$ cat src/rtl/wdog_pkg.sv
package wdog_pkg;

    typedef enum logic [1:0] {
        WD_OFF   = 2'd0,
        WD_ARMED = 2'd1,
        WD_ALERT = 2'd2,
        WD_PULSE = 2'd3
    } wd_state_e;

    localparam int unsigned RES_W = 2;

endpackage

$ cat src/rtl/wdog_edge_sync.sv
module wdog_edge_sync #(
    parameter int unsigned SYNC_STAGES = 2
) (
    input  logic clk_i,
    input  logic rst_ni,
    input  logic pin_i,
    output logic edge_o
);

    logic [SYNC_STAGES:0] chain_q;

    always_ff @(posedge clk_i or negedge rst_ni) begin
        if (!rst_ni) begin
            chain_q <= '0;
        end else begin
            chain_q <= {chain_q[SYNC_STAGES-1:0], pin_i};
        end
    end

    assign edge_o = chain_q[SYNC_STAGES] ^ chain_q[SYNC_STAGES-1];

    p_edge_from_history_r6: assert property (@(posedge clk_i) disable iff (!rst_ni)
        edge_o |=> (chain_q[SYNC_STAGES] != $past(chain_q[SYNC_STAGES])));

endmodule

$ cat src/rtl/wdog_span.sv
module wdog_span #(
    parameter int unsigned CNT_W = 11
) (
    input  logic             clk_i,
    input  logic             rst_ni,
    input  logic             tick_i,
    input  logic             clr_i,
    input  logic             en_i,
    input  logic [CNT_W-1:0] target_i,
    output logic             expired_o
);

    logic [CNT_W-1:0] cnt_q;
    logic [CNT_W:0]   next_cnt;

    assign next_cnt  = (CNT_W+1)'(cnt_q) + (CNT_W+1)'(1);
    assign expired_o = en_i && tick_i && (next_cnt >= {1'b0, target_i});

    always_ff @(posedge clk_i or negedge rst_ni) begin
        if (!rst_ni) begin
            cnt_q <= '0;
        end else if (clr_i) begin
            cnt_q <= '0;
        end else if (en_i && tick_i) begin
            cnt_q <= next_cnt[CNT_W-1:0];
        end
    end

    p_cnt_below_target_r2: assert property (@(posedge clk_i) disable iff (!rst_ni)
        (en_i && (target_i != '0)) |-> (cnt_q < target_i));

endmodule

$ cat src/rtl/wdog_ctrl.sv
module wdog_ctrl
    import wdog_pkg::*;
#(
    parameter int unsigned MULT_W      = 5,
    parameter int unsigned RES_SHIFT   = 2,
    parameter int unsigned PULSE_TICKS = 4,
    parameter int unsigned CNT_W       = 11,
    parameter int unsigned REG_W       = MULT_W + RES_W + 1
) (
    input  logic             clk_i,
    input  logic             rst_ni,
    input  logic             wr_en_i,
    input  logic [REG_W-1:0] wr_data_i,
    input  logic             flag_rd_i,
    input  logic             wdi_edge_i,
    input  logic             expired_i,
    output logic             cnt_clr_o,
    output logic             cnt_en_o,
    output logic [CNT_W-1:0] target_o,
    output logic [REG_W-1:0] cfg_o,
    output logic             irq_o,
    output logic             rst_n_o,
    output logic             wdf_o,
    output logic             clr_ctl_o
);

    localparam int unsigned STEER_BIT = REG_W - 1;

    wd_state_e        state_q, state_d;
    logic [REG_W-1:0] cfg_q;
    logic             wdf_q;
    logic             clr_q;

    logic              wr_ok;
    logic              wr_mult_nz;
    logic              restart;
    logic              timeout;
    logic              enter_pulse;
    logic [MULT_W-1:0] mult;
    logic [RES_W-1:0]  res;

    assign mult       = cfg_q[REG_W-2:RES_W];
    assign res        = cfg_q[RES_W-1:0];
    assign wr_ok      = wr_en_i && (state_q != WD_PULSE);
    assign wr_mult_nz = |wr_data_i[REG_W-2:RES_W];

    // next-state logic
    always_comb begin
        state_d = state_q;
        unique case (state_q)
            WD_OFF: begin
                if (wr_ok && wr_mult_nz) state_d = WD_ARMED;
            end
            WD_ARMED: begin
                if (wr_ok) begin
                    state_d = wr_mult_nz ? WD_ARMED : WD_OFF;
                end else if (!wdi_edge_i && expired_i) begin
                    state_d = cfg_q[STEER_BIT] ? WD_PULSE : WD_ALERT;
                end
            end
            WD_ALERT: begin
                if (wr_ok) state_d = wr_mult_nz ? WD_ARMED : WD_OFF;
            end
            WD_PULSE: begin
                if (expired_i) state_d = WD_OFF;
            end
            default: state_d = WD_OFF;
        endcase
    end

    assign restart     = (state_q == WD_ARMED) && (wr_ok || wdi_edge_i);
    assign timeout     = (state_q == WD_ARMED) && ((state_d == WD_ALERT) || (state_d == WD_PULSE));
    assign enter_pulse = (state_q == WD_ARMED) && (state_d == WD_PULSE);
    assign cnt_clr_o   = restart || (state_d != state_q);
    assign cnt_en_o    = (state_q == WD_ARMED) || (state_q == WD_PULSE);

    always_comb begin
        if (state_q == WD_PULSE) begin
            target_o = CNT_W'(PULSE_TICKS);
        end else begin
            target_o = CNT_W'(mult) << (RES_SHIFT * res);
        end
    end

    // state register process
    always_ff @(posedge clk_i or negedge rst_ni) begin
        if (!rst_ni) begin
            state_q <= WD_OFF;
            cfg_q   <= '0;
            wdf_q   <= 1'b0;
            clr_q   <= 1'b0;
        end else begin
            state_q <= state_d;
            if (wr_ok) begin
                cfg_q <= wr_data_i;
            end else if (enter_pulse) begin
                cfg_q <= '0;
            end
            if (timeout) begin
                wdf_q <= 1'b1;
            end else if (flag_rd_i) begin
                wdf_q <= 1'b0;
            end
            clr_q <= enter_pulse;
        end
    end

    // output process
    always_comb begin
        irq_o     = (state_q == WD_ALERT);
        rst_n_o   = (state_q != WD_PULSE);
        wdf_o     = wdf_q;
        cfg_o     = cfg_q;
        clr_ctl_o = clr_q;
    end

    p_outputs_exclusive_r4: assert property (@(posedge clk_i) disable iff (!rst_ni)
        irq_o |-> rst_n_o);

    p_irq_hold_r3: assert property (@(posedge clk_i) disable iff (!rst_ni)
        (irq_o && !wr_en_i) |=> irq_o);

    p_armed_nonzero_r9: assert property (@(posedge clk_i) disable iff (!rst_ni)
        (state_q == WD_ARMED) |-> (mult != '0));

    p_pulse_clears_cfg_r10: assert property (@(posedge clk_i) disable iff (!rst_ni)
        $fell(rst_n_o) |-> ((cfg_q == '0) && wdf_q));

    p_clr_single_r10: assert property (@(posedge clk_i) disable iff (!rst_ni)
        clr_q |=> !clr_q);

    p_wdf_sticky_r5: assert property (@(posedge clk_i) disable iff (!rst_ni)
        (wdf_q && !flag_rd_i) |=> wdf_q);

endmodule

$ cat src/rtl/wdog_steer.sv
module wdog_steer
    import wdog_pkg::*;
#(
    parameter int unsigned MULT_W      = 5,
    parameter int unsigned RES_SHIFT   = 2,
    parameter int unsigned PULSE_TICKS = 4,
    parameter int unsigned SYNC_STAGES = 2
) (
    input  logic                  clk_i,
    input  logic                  rst_ni,
    input  logic                  tick_i,
    input  logic                  wr_en_i,
    input  logic [MULT_W+RES_W:0] wr_data_i,
    input  logic                  flag_rd_i,
    input  logic                  wdi_i,
    output logic                  irq_o,
    output logic                  rst_pulse_no,
    output logic                  wdf_o,
    output logic [MULT_W+RES_W:0] cfg_o,
    output logic                  clr_ctl_o
);

    localparam int unsigned REG_W = MULT_W + RES_W + 1;
    localparam int unsigned CNT_W = MULT_W + RES_SHIFT * ((1 << RES_W) - 1);

    logic             wdi_edge;
    logic             expired;
    logic             cnt_clr;
    logic             cnt_en;
    logic [CNT_W-1:0] target;

    wdog_edge_sync #(
        .SYNC_STAGES(SYNC_STAGES)
    ) u_edge (
        .clk_i  (clk_i),
        .rst_ni (rst_ni),
        .pin_i  (wdi_i),
        .edge_o (wdi_edge)
    );

    wdog_span #(
        .CNT_W(CNT_W)
    ) u_span (
        .clk_i     (clk_i),
        .rst_ni    (rst_ni),
        .tick_i    (tick_i),
        .clr_i     (cnt_clr),
        .en_i      (cnt_en),
        .target_i  (target),
        .expired_o (expired)
    );

    wdog_ctrl #(
        .MULT_W     (MULT_W),
        .RES_SHIFT  (RES_SHIFT),
        .PULSE_TICKS(PULSE_TICKS),
        .CNT_W      (CNT_W),
        .REG_W      (REG_W)
    ) u_ctrl (
        .clk_i      (clk_i),
        .rst_ni     (rst_ni),
        .wr_en_i    (wr_en_i),
        .wr_data_i  (wr_data_i),
        .flag_rd_i  (flag_rd_i),
        .wdi_edge_i (wdi_edge),
        .expired_i  (expired),
        .cnt_clr_o  (cnt_clr),
        .cnt_en_o   (cnt_en),
        .target_o   (target),
        .cfg_o      (cfg_o),
        .irq_o      (irq_o),
        .rst_n_o    (rst_pulse_no),
        .wdf_o      (wdf_o),
        .clr_ctl_o  (clr_ctl_o)
    );

endmodule

$ cat config.mk
export PLATFORM = sky130hd
export DESIGN_NAME = wdog_steer
export DESIGN_NICKNAME = d
export VERILOG_FILES = /design/src/rtl/wdog_pkg.sv /design/src/rtl/wdog_edge_sync.sv /design/src/rtl/wdog_span.sv /design/src/rtl/wdog_ctrl.sv /design/src/rtl/wdog_steer.sv
export SDC_FILE = /design/constraint.sdc
export NUM_CORES = 1
export LEC_CHECK = 0
export BUFFER_PORTS_ARGS = -buffer_cell sky130_fd_sc_hd__buf_2
export CORE_MARGIN = 4
export CORE_UTILIZATION = 45
export DETAILED_ROUTE_END_ITERATION = 8
export PLACE_DENSITY = 0.78
export SYNTH_ARGS = -nofsm -noshare
export SYNTH_HDL_FRONTEND = slang
export SYNTH_HIERARCHICAL = 1
export SYNTH_SLANG_ARGS = --single-unit
$ cat constraint.sdc
create_clock -name clk_i -period 3.05 [get_ports clk_i]
set_input_delay 0.61 -clock clk_i [delete_from_list [all_inputs] [get_ports clk_i]]
set_output_delay 0.61 -clock clk_i [all_outputs]
set_load 0.02 [all_outputs]
==> impl_metrics.toml <==
[run_status]
status = "finished, final reports clean"

[worst_setup_path]
arrival_ps = 3110
crit_slowest_cell = "dfrtp_1"
crit_path_end_kind = "register"
critPathKind = "register to register"
cpPeakStageDelay_ps = 480
crit_required_ps = 3270
cp_num_buf_inv = 0
r2r_slack_ps = 160
cp_max_fo = 9
endpoint = "u_ctrl/cfg_o[6]"
path_cells = "nand2b_1, nor3_1, ha_1, nand2b_1, a21o_1, a211o_1, a21oi_1, o311ai_2, and4b_1, o21ai_4, a22o_1"
path_common_cell = "nand2b_1"
rr_startpoint = "u_ctrl/cfg_o[0]"
crit_start = "u_ctrl/cfg_o[0]"
rr_endpoint = "u_ctrl/cfg_o[6]"
crit_cells = 11
worstSetupStartpointType = "register"
cp_top_family = "compound AO/OA/AOI/OAI gates"
r2r_cells = 11

[floorplanning]
coreArea_um2 = 3720
die_h_um = 70.5
die_w_um = 70.5
die-area_um2 = 4960
rows = 22
pin_count = 26
start_util = 0.472

[yosys]
yosysWarningCount = 6
synth.distinct_cells = 47
synthArstFlopShare = 1.00
postSynthAreaPerCell_um2 = 9.54
synth_nets = 210
syn_inst = 184
synthFlopType = "dfrtp_1"
synth_edf_count = 0
ys_ff_latch = 26
syn_area_um2 = 1760
seq_area_frac_synth = 0.371

[clock_network]
cts_hold_buf = 0
htreeDepth = 1
cts.sinks = 26
cts_post_setup_buffers_inserted = 0
cts_root_buf = "clkbuf_8"
cts_inserted_buffers = 3
cts_tree = "yes"
insertion_delay_ps = 280
clk_pin_slew_ps = 90
max-clock-path-buffers = 2

[layout]
finish.utilization = 0.559
antenna_cells = 0
fin_nets = 246
drive_gt1_frac = 0.265
areaGrowthSynthToFinish_pct = 18.2
final_common_cell = "dfrtp_1"
n_fill_cell = 332
final_cell_mix = "26 x dfrtp_1, 25 x buf_2, 18 x nor2_1"

[sta]
worst_slew_pin_slew_ps = 566
fmax_mhz = 346
hold_viol = 0
maxSlewViolCount = 0
slew_headroom = 0.623
finalSetupViolations = 0
layout_min_cycle_time_ps = 2890
holdWs_ps = 315
grt_setup_unrepaired = "no"
final.period_utilization = 0.949
fin_ws_ps = 157
fin_worst_skew_ps = 5.68
tns_ps = 0

[power]
p_total_mw = 0.993
power.density_nw_per_um2 = 479
leakage_nw = 1.01
irDropWorstVdd_uv = 279

[detailed_routing]
drt-initial-drc-count = 42
avgViaCountPerCell = 5.22
routed_wl_um = 3590
wl_met2_um = 1640
drt-pass1-iter-count = 4
dr.max_layer_used = "met4"
num_vias = 1395
wl_met3_um = 81
avgRoutedWirePerCell_um = 13.4
wl_met1_um = 1790
drcViolationCount = 0
ant_nets = 0

[run]
drv_cap = 0

[grt]
antenna_found_initial = 0
grt_util_all_layers = 0.152
first_global_vias = 1315
grt-ovfl-total = 0
grt_max_degree = 27
grt_first_pass_wirelength_um = 6000

[place]
port_buffers = 25
hpwlAfterDp_um = 2800
finalWeightedCongestion = 0.806
pre_cts_slack_ps = -88.6

[worst_hold_path]
hold_class = "primary input to asynchronous set/reset pin"
## metal layers
layer | vias to the layer above | GRT usage
met1 | 652 | 0.211
met5 | - | 0
met2 | 19 | 0.227
met4 | 0 | 0.0723
li1 | 717 | -
met3 | 7 | 0.0259
## kinds of logic after synthesis
logic type,after synthesis,synth area share
AO/OA/AOI/OAI,37,0.161
buffers and inverters,23,0.0613
XOR/XNOR,16,0.0798
multiplexers,6,0.0371
AND/OR/NAND/NOR,64,0.205
flip-flops,26,0.371
adder cells (fa/ha/maj),12,0.0855
## layout make-up
class / instances / area [µm²] / share of cell area
inverter: 15 / 58.8 / 0.0283
multi-input combinational: 135 / 1000 / 0.484
clock inverter: 1 / 30.0 / 0.0145
tap: 48 / 60.1 / 0.0289
sequential: 26 / 651 / 0.313
timing repair buffer: 39 / 230 / 0.111
clock buffer: 3 / 41.3 / 0.0199
## synthesized netlist by cell type, drive strengths merged (2+ instances only)
master	number	area [µm²]
mux2i	2	20.0
xnor2	8	70.1
or3	5	31.3
nand3	7	40.0
inv	15	58.8
a22o	8	70.1
buf	4	32.5
a21oi	10	53.8
xor2	8	70.1
o21ai	7	46.3
clkbuf	4	16.3
a21o	2	15.0
nor3	8	40.0
mux2	4	45.0
nor2	18	67.6
dfrtp	26	651
nand4	3	40.0
nand2	13	51.3
nand2b	4	25.0
ha	12	150
## state kept, by name, indices dropped and copies added, names as in the netlist
register,flops
u_ctrl/wdf_o,1
u_edge/chain_q,3
u_ctrl/state_q,2
u_span/cnt_q,11
u_ctrl/cfg_o,8
u_ctrl/clr_ctl_o,1
## through the flow
| stage | instances | area [µm²] |
|---|---|---|
| 2_1_floorplan | 184 | 1760 |
| 3_3_place_gp | 263 | 2000 |
| 3_5_place_dp | 263 | 2000 |
| 4_1_cts | 267 | 2070 |
| 5_1_grt | 267 | 2080 |
| 6_report | 267 | 2080 |
## worst min-delay path by stage
| stage | startpoint | endpoint | slack (ps) |
|---|---|---|---|
| CTS | rst_ni | u_span/cnt_q[0] | 330 |
| finish | rst_ni | u_span/cnt_q[0] | 320 |
| floorplan | rst_ni | u_ctrl/cfg_o[0] | 310 |
| detailed placement | u_edge/chain_q[0] | u_edge/chain_q[1] | 350 |
| global placement | u_edge/chain_q[0] | u_edge/chain_q[1] | 340 |
| global route | rst_ni | u_span/cnt_q[0] | 360 |
## what timing repair did
item / in CTS / in global routing
endpoints found under the setup margin: 8 / 8
gates resized for setup: 1 / 1
cloned: 0 / 0
## where the power goes
| group | total, mW | switching (mW) | internal [mW] | leakage (nW) |
|---|---|---|---|---|
| clock | 0.287 | 0.111 | 0.176 | 0.0357 |
| sequential | 0.402 | 0.0299 | 0.372 | 0.338 |
| combinational | 0.305 | 0.176 | 0.130 | 0.632 |
Power figures use the tool's default switching activity.
